[src/rtl/useq_pkg.sv]
package useq_pkg;

  localparam int FW  = 3;
  localparam int CDW = 2;
  localparam int BRW = 2;
  localparam int AW  = 7;
  localparam int WW  = 3 * FW + CDW + BRW + AW;

  typedef enum logic [CDW-1:0] {
    CD_ONE = 2'b00,
    CD_IND = 2'b01,
    CD_SGN = 2'b10,
    CD_ZRO = 2'b11
  } cond_e;

  typedef enum logic [BRW-1:0] {
    BR_JMP  = 2'b00,
    BR_CALL = 2'b01,
    BR_RET  = 2'b10,
    BR_MAP  = 2'b11
  } brk_e;

  typedef struct packed {
    logic [FW-1:0] f1;
    logic [FW-1:0] f2;
    logic [FW-1:0] f3;
    cond_e         cd;
    brk_e          br;
    logic [AW-1:0] ad;
  } uword_t;

  function automatic uword_t mk(input logic [FW-1:0] f1, input logic [FW-1:0] f2,
                                input logic [FW-1:0] f3, input cond_e cd,
                                input brk_e br, input logic [AW-1:0] ad);
    uword_t w;
    w.f1 = f1;
    w.f2 = f2;
    w.f3 = f3;
    w.cd = cd;
    w.br = br;
    w.ad = ad;
    return w;
  endfunction

  // Control store contents; unlisted words are zero
  function automatic uword_t store_word(input logic [AW-1:0] a);
    uword_t w;
    w = '0;
    case (a)
      // opcode 0: accumulate
      7'd0:  w = mk(3'd0, 3'd0, 3'd0, CD_IND, BR_CALL, 7'd67);
      7'd1:  w = mk(3'd0, 3'd4, 3'd0, CD_ONE, BR_JMP,  7'd2);
      7'd2:  w = mk(3'd1, 3'd0, 3'd0, CD_ONE, BR_JMP,  7'd64);
      // opcode 1: branch on negative
      7'd4:  w = mk(3'd0, 3'd0, 3'd0, CD_SGN, BR_JMP,  7'd6);
      7'd5:  w = mk(3'd0, 3'd0, 3'd0, CD_ONE, BR_JMP,  7'd64);
      7'd6:  w = mk(3'd0, 3'd0, 3'd0, CD_IND, BR_CALL, 7'd67);
      7'd7:  w = mk(3'd0, 3'd0, 3'd6, CD_ONE, BR_JMP,  7'd64);
      // opcode 2: store
      7'd8:  w = mk(3'd0, 3'd0, 3'd0, CD_IND, BR_CALL, 7'd67);
      7'd9:  w = mk(3'd0, 3'd5, 3'd0, CD_ONE, BR_JMP,  7'd10);
      7'd10: w = mk(3'd7, 3'd0, 3'd0, CD_ONE, BR_JMP,  7'd64);
      // opcode 3: exchange
      7'd12: w = mk(3'd0, 3'd0, 3'd0, CD_IND, BR_CALL, 7'd67);
      7'd13: w = mk(3'd0, 3'd4, 3'd0, CD_ONE, BR_JMP,  7'd14);
      7'd14: w = mk(3'd4, 3'd5, 3'd0, CD_ONE, BR_JMP,  7'd15);
      7'd15: w = mk(3'd7, 3'd0, 3'd0, CD_ONE, BR_JMP,  7'd64);
      // opcode 4: skip on zero accumulator
      7'd16: w = mk(3'd0, 3'd0, 3'd0, CD_ZRO, BR_JMP,  7'd18);
      7'd17: w = mk(3'd3, 3'd0, 3'd0, CD_ONE, BR_JMP,  7'd64);
      7'd18: w = mk(3'd0, 3'd0, 3'd5, CD_ONE, BR_JMP,  7'd64);
      // fetch routine
      7'd64: w = mk(3'd6, 3'd0, 3'd0, CD_ONE, BR_JMP,  7'd65);
      7'd65: w = mk(3'd0, 3'd4, 3'd5, CD_ONE, BR_JMP,  7'd66);
      7'd66: w = mk(3'd5, 3'd0, 3'd0, CD_ONE, BR_MAP,  7'd0);
      // indirect-address subroutine
      7'd67: w = mk(3'd0, 3'd4, 3'd0, CD_ONE, BR_JMP,  7'd68);
      7'd68: w = mk(3'd5, 3'd0, 3'd0, CD_ONE, BR_RET,  7'd0);
      default: w = '0;
    endcase
    return w;
  endfunction

endpackage

[src/rtl/useq_store.sv]
module useq_store
  import useq_pkg::*;
#(
  parameter int ADDR_W = AW
) (
  input  logic [ADDR_W-1:0] addr,
  output uword_t            word
);
  localparam int DEPTH = 2 ** ADDR_W;

  uword_t mem [DEPTH];

  for (genvar i = 0; i < DEPTH; i++) begin : g_word
    assign mem[i] = store_word(AW'(i));
  end

  assign word = mem[addr];
endmodule

[src/rtl/useq_fdec.sv]
module useq_fdec #(
  parameter int CODE_W = 3
) (
  input  logic                  clk,
  input  logic                  rst_n,
  input  logic [CODE_W-1:0]     code,
  output logic [2**CODE_W-1:0]  stb
);
  localparam int LINES = 2 ** CODE_W;

  for (genvar i = 0; i < LINES; i++) begin : g_line
    assign stb[i] = (code == CODE_W'(i));
  end

  // exactly one strobe line per field, every cycle
  assert_onehot_R3: assert property (@(posedge clk) disable iff (!rst_n) $countones(stb) == 1)
    else $error("strobe group not one-hot");
endmodule

[src/rtl/useq_next.sv]
module useq_next
  import useq_pkg::*;
#(
  parameter int ADDR_W = AW,
  parameter int OP_W   = 4
) (
  input  uword_t            word,
  input  logic [ADDR_W-1:0] car,
  input  logic [ADDR_W-1:0] sbr,
  input  logic [OP_W-1:0]   dr_opcode,
  input  logic              dr_ind,
  input  logic              ac_sign,
  input  logic              ac_zero,
  output logic              tested,
  output logic              save_ret,
  output logic [ADDR_W-1:0] nxt
);
  localparam int PAD_W = ADDR_W - OP_W - 2;

  logic i1, i0, s1, s0;
  logic [ADDR_W-1:0] map_addr;

  // status bit selection
  always_comb begin
    unique case (word.cd)
      CD_ONE: tested = 1'b1;
      CD_IND: tested = dr_ind;
      CD_SGN: tested = ac_sign;
      CD_ZRO: tested = ac_zero;
      default: tested = 1'b0;
    endcase
  end

  assign i1       = word.br[1];
  assign i0       = word.br[0];
  assign s1       = i1;
  assign s0       = (i0 & i1) | (~i1 & tested);
  assign save_ret = ~i1 & i0 & tested;
  assign map_addr = {{PAD_W{1'b0}}, dr_opcode, 2'b00};

  always_comb begin
    unique case ({s1, s0})
      2'b00:   nxt = car + ADDR_W'(1);
      2'b01:   nxt = word.ad;
      2'b10:   nxt = sbr;
      default: nxt = map_addr;
    endcase
  end
endmodule

[src/rtl/useq_ctrl.sv]
module useq_ctrl
  import useq_pkg::*;
#(
  parameter int ADDR_W     = AW,
  parameter int OP_W       = 4,
  parameter int CODE_W     = FW,
  parameter int FETCH_ADDR = 64
) (
  input  logic                  clk,
  input  logic                  rst_n,
  input  logic [OP_W-1:0]       dr_opcode,
  input  logic                  dr_ind,
  input  logic                  ac_sign,
  input  logic                  ac_zero,
  output logic [ADDR_W-1:0]     car,
  output logic [ADDR_W-1:0]     sbr,
  output logic [2**CODE_W-1:0]  f1_stb,
  output logic [2**CODE_W-1:0]  f2_stb,
  output logic [2**CODE_W-1:0]  f3_stb
);
  localparam logic [ADDR_W-1:0] START = ADDR_W'(FETCH_ADDR);

  logic [ADDR_W-1:0] car_q, sbr_q, nxt;
  logic              tested, save_ret;
  uword_t            cur;

  useq_store #(.ADDR_W(ADDR_W)) u_store (
    .addr (car_q),
    .word (cur)
  );

  useq_next #(.ADDR_W(ADDR_W), .OP_W(OP_W)) u_next (
    .word      (cur),
    .car       (car_q),
    .sbr       (sbr_q),
    .dr_opcode (dr_opcode),
    .dr_ind    (dr_ind),
    .ac_sign   (ac_sign),
    .ac_zero   (ac_zero),
    .tested    (tested),
    .save_ret  (save_ret),
    .nxt       (nxt)
  );

  useq_fdec #(.CODE_W(CODE_W)) u_dec1 (.clk(clk), .rst_n(rst_n), .code(cur.f1), .stb(f1_stb));
  useq_fdec #(.CODE_W(CODE_W)) u_dec2 (.clk(clk), .rst_n(rst_n), .code(cur.f2), .stb(f2_stb));
  useq_fdec #(.CODE_W(CODE_W)) u_dec3 (.clk(clk), .rst_n(rst_n), .code(cur.f3), .stb(f3_stb));

  always_ff @(posedge clk or negedge rst_n) begin
    if (!rst_n) begin
      car_q <= START;
      sbr_q <= '0;
    end else begin
      car_q <= nxt;
      if (save_ret) sbr_q <= car_q + ADDR_W'(1);
    end
  end

  assign car = car_q;
  assign sbr = sbr_q;

  assert_jmp_taken_R4: assert property (@(posedge clk) disable iff (!rst_n)
    (cur.br == BR_JMP && tested) |=> car_q == $past(cur.ad))
    else $error("taken jump missed target");

  assert_jmp_fall_R4: assert property (@(posedge clk) disable iff (!rst_n)
    (cur.br == BR_JMP && !tested) |=> car_q == $past(car_q) + ADDR_W'(1))
    else $error("untaken jump did not step");

  assert_call_R5: assert property (@(posedge clk) disable iff (!rst_n)
    (cur.br == BR_CALL && tested) |=> (car_q == $past(cur.ad) && sbr_q == $past(car_q) + ADDR_W'(1)))
    else $error("call did not save return");

  assert_sbr_keep_R5: assert property (@(posedge clk) disable iff (!rst_n)
    !(cur.br == BR_CALL && tested) |=> $stable(sbr_q))
    else $error("return register changed without call");

  assert_ret_R6: assert property (@(posedge clk) disable iff (!rst_n)
    (cur.br == BR_RET) |=> car_q == $past(sbr_q))
    else $error("return went elsewhere");

  assert_map_R7: assert property (@(posedge clk) disable iff (!rst_n)
    (cur.br == BR_MAP) |=> car_q == ADDR_W'({$past(dr_opcode), 2'b00}))
    else $error("map address wrong");
endmodule

[config.mk]
export PLATFORM = sky130hd
export DESIGN_NAME = useq_ctrl
export DESIGN_NICKNAME = d
export VERILOG_FILES = /design/src/rtl/useq_pkg.sv /design/src/rtl/useq_store.sv /design/src/rtl/useq_fdec.sv /design/src/rtl/useq_next.sv /design/src/rtl/useq_ctrl.sv
export SDC_FILE = /design/constraint.sdc
export NUM_CORES = 1
export LEC_CHECK = 0
export CAP_MARGIN = 20
export CORE_MARGIN = 3
export CORE_UTILIZATION = 52
export CTS_CLUSTER_SIZE = 8
export DETAILED_ROUTE_END_ITERATION = 8
export PLACE_DENSITY = 0.86
export REMOVE_ABC_BUFFERS = 1
export SLEW_MARGIN = 0
export SYNTH_ARGS = -nofsm -noshare
export SYNTH_HDL_FRONTEND = slang
export SYNTH_HIERARCHICAL = 1
export SYNTH_SLANG_ARGS = --single-unit
[constraint.sdc]
create_clock -name clk -period 9 [get_ports clk]
set_clock_uncertainty 0.05 [all_clocks]
set_input_delay 1.8 -clock clk [delete_from_list [all_inputs] [get_ports clk]]
set_output_delay 1.8 -clock clk [all_outputs]
set_load 0.02 [all_outputs]
After elaboration in Yosys (flattened, before gate mapping). Memories as Yosys holds them, arrays and structs flattened. Index checks and enable logic that the tools add are counted. Widths: inputs -> output; s select.

Register bits after elaboration: 14. Latch bits: 0. RAM bits: 0. Bits in read-only memories: 2560. Logic and storage cells: 47. Memories: 1.

Add/sub/neg operators: 1. Multiply operators: 0. Divide/modulo/power cells: 0. $lt $le $gt $ge: 1. Equality and inequality tests: 26. Shifts and indexed selects: 0. Mux-type cells: 4. Bitwise logic cells: 7. Reduce and logical (&&, ||, !) cells: 5.

Memory list: (no name shown) (words 128, width 20, read ports 1, clocked after memory_dff 0, write ports 0, RTL line useq_store.sv:17) `assign word = mem[addr];`.

Operator list (number): $mux 20 (2); $eq 3x3->1 const B (12); $pmux 7 s3 (1); $eq 3x2->1 const B (6); $eq 3x1->1 const B (3); $logic_not 3->1 (3); $ge 8x8->1 const B (1); $not 7->8 (1); $add 7x1->7 const B (1); $eq 2x2->1 const B (3); $and 1x1->1 (4); $eq 2x1->1 const B (2); $logic_not 2->1 (2); $pmux 1 s4 (1); $not 1->1 (1); $or 1x1->1 (1).

Depth between registers and ports, before layout.
Depth after elaboration: 10. Mapped depth: 11. Depth with buffers taken out: 9.

Modules after synthesis. The synthesis kept the hierarchy.

By module, submodules not included: useq_store (instances 1, cells an instance 85, area an instance 614.3 µm²); useq_ctrl (instances 1, cells an instance 40, area an instance 505.5 µm²); useq_next (instances 1, cells an instance 49, area an instance 317.8 µm²); useq_fdec (instances 3, cells an instance 8, area an instance 65.1 µm²).

Worst setup path after synthesis. Ideal clock, no wire load.

Path type: register to output. From: reg car_q[0] (netlist: car[0]). To: out f1_stb[2]. Arrival time: 2282 ps. Data required time: 7150 ps. Setup slack: 4868 ps. Cell stages (with the launch flop): 7. Buffers on the path: 1. Cells stage by stage: dfrtp_1 -> inv_1 -> ha_1 -> clkbuf_1 -> and3_1 -> a311o_2 -> nor3b_1.

RTL lines: start: declaration (RTL line useq_ctrl.sv:23) `logic [ADDR_W-1:0] car_q, sbr_q, nxt;`; start signal: assignment (RTL line useq_ctrl.sv:54) `car_q <= nxt;`; end: declaration (RTL line useq_ctrl.sv:17) `output logic [2**CODE_W-1:0] f1_stb,`.

==> flow_summary_export.csv <==
group,metric,value,unit
outcome,status,"completed",
routing,wire_per_inst,14.3,um
worst_setup_path,worstSetupStartpointType,"flip-flop",
global_routing,grt_max_degree,29,
clock_tree,clkTransAtPathRegs,0.07,ns
worst_setup_path,cp.arrival,3.04,ns
worst_setup_path,rr_endpoint,"sbr[1]$_DFFE_PN0P_",
timing,holdWs,0.506,ns
worst_setup_path,critPathCaptureType,"output port",
final_layout,fillerInstances,240,
die,die_h,62.0,um
clock_tree,clk_latency,0.28,ns
timing,worst_pin_slew,0.838,ns
final_layout,syn_to_final_growth,26.7,%
place,post-dp-hpwl,2.87,mm
clock_tree,ctsResizeCount,0,
run,drv_cap,0,
logic_synthesis,yosysWarnings,6,
worst_setup_path,worstPathRequired,7.15,ns
timing,period_needed,4.89,ns
global_routing,grt_first_pass_wirelength,6.13,mm
timing,slew_viol_final,0,
routing,dr.pass1.iters,4,
die,core.rowCount,19,
timing,fin_crit_sh,54.3,%
routing,ant_nets,0,
clock_tree,cts_buffers,3,
clock_tree,cts.sinks,14,
final_layout,drive_above_1_share,11.2,%
min_path,holdPathStages,2,
timing,maxSlewHeadroom,44.1,%
place,place.gp.congestion,0.883,
timing,setup_viol,0,
die,dieArea,3840,sq um
final_layout,fin_nets,252,
routing,drt_iter0_drc,74,
worst_setup_path,crit_chain,"inv_1, ha_1, nand3b_1, a21oi_1, or2_1, nor3b_1, clkdlybuf4s50_1",
min_path,hold_path_end,"sbr[0]$_DFFE_PN0P_",
timing,rsz0062_at_grt,"no",
clock_tree,cts-root-buf,"clkbuf_4",
routing,drc,0,
global_routing,grt_use_total,21.1,%
die,die_x,62.0,um
clock_tree,cts_tree,"done",
worst_setup_path,r2r_cells,7,
final_layout,seq_area,352,sq um
place,numPortBuffers,42,
routing,viasPerCell,5.74,
timing,tns,0,ns
logic_synthesis,mappedNetlistArea,1630,sq um
global_routing,grt_pass1_vias,1348,
clock_tree,postCtsHoldBufs,0,
die,coreArea,2880,sq um
clock_tree,clk_path_buf_depth,2,
die,pin_count,47,
logic_synthesis,syn_area_per_cell,8.26,sq um
clock_tree,htreeDepth,1,
final_layout,n_antenna_cell,0,
worst_setup_path,crit_type,"flip-flop to output port",
pwr,leakagePower,0.805,nW
routing,wl,3.93,mm
pwr,power_density,323,nW/um^2
timing,hold_violations,0,
global_routing,antenna_found_initial,0,
timing,clock.fmax,0.205,GHz
worst_setup_path,path_max_fanout,16,
routing,vias,1578,
pwr,irDropWorstVdd,0.000216,V
worst_setup_path,reg2reg_from,"car[2]$_DFF_PN0_",
worst_setup_path,reg2reg_slack,5.48,ns
worst_setup_path,critPathMaxStageDelay,0.63,ns
global_routing,grt_overflow,0,
min_path,hold_path_class,"flip-flop to flip-flop",
die,initial_core_util,56.6,%
min_path,hp-start,"sbr[0]$_DFFE_PN0P_",
clock_tree,post-cts-setup-buffer-count,0,
logic_synthesis,synthCells,197,
worst_setup_path,crit_slowest_cell,"clkdlybuf4s50_1",
final_layout,multiInputGateArea,1180,sq um
[power breakdown]
part	switching (W)	total, W	internal [W]
Combinational	0.000251	0.000461	0.000210
Clock	0.0000187	0.0000359	0.0000172
Sequential	0.0000746	0.000169	0.0000940
Total	0.000344	0.000665	0.000321
[critical path: cells and delay by family, from the launching register on]
family	cells	cell delay, ns
and+or+nand+nor	3	0.61
DFF	1	0.56
adders and majority gates	1	0.35
AOI/OAI and AO/OA	1	0.42
buffers and inverters	2	0.85
[registers in the layout (all words and copies together), names as in the netlist]
signal,flops
car,7
sbr,7
[through the flow]
stage          total power, W  worst slack, ns  std cells  cell area, sq um  util [%]
2_1_floorplan        0.000458             4.85        187              1560         -
3_3_place_gp         0.000619             4.50        271              2040      70.8
3_5_place_dp         0.000623             4.40        271              2040      70.8
4_1_cts              0.000661             4.11        275              2060      71.7
5_1_grt              0.000719             3.89        275              2060      71.7
6_report             0.000665             4.11        275              2060      71.7
[how the worst max path moves through the flow]
| stage | from | end | slack, ns | depth (start not counted) |
|---|---|---|---|---|
| CTS | car[0]$_DFF_PN0_ | f3_stb[4] | 4.11 | 7 |
| global placement | car[2]$_DFF_PN0_ | f3_stb[4] | 4.50 | 5 |
| detailed placement | car[0]$_DFF_PN0_ | f3_stb[4] | 4.40 | 7 |
| finish | car[0]$_DFF_PN0_ | f3_stb[4] | 4.11 | 7 |
| global route | car[0]$_DFF_PN0_ | f3_stb[4] | 3.89 | 7 |
| floorplan | car[2]$_DFF_PN0_ | f3_stb[4] | 4.85 | 4 |
[cell usage in the layout (no fill, tap or decap), types with 5 or more instances in the layout]
master,n
mux2i_1,9
ha_1,9
nand3_1,6
dfrtp_1,13
nand2_1,10
o21ai_0,10
clkdlybuf4s50_1,42
and3b_2,9
nand2b_1,7
nor3_1,8
a21oi_1,10
inv_1,8
nor3b_1,10
nor2_1,17
a31oi_1,5
[routing by layer]
layer	up-vias	GRT usage (%)	share of wire (%)
met5	-	0	0
met4	0	3.64	0.79
met3	6	4.34	6.6
met2	68	32.8	46
met1	709	30.4	46
li1	795	-	-
[cell type report]
class	instances	area share (%)
inverters	8	1.46
well taps	42	2.55
clock buffers	4	1.27
repair buffers	42	20.4
multi-input cells	165	57.3
flip-flops and latches	14	17.1
Power figures use the tool's default switching activity.
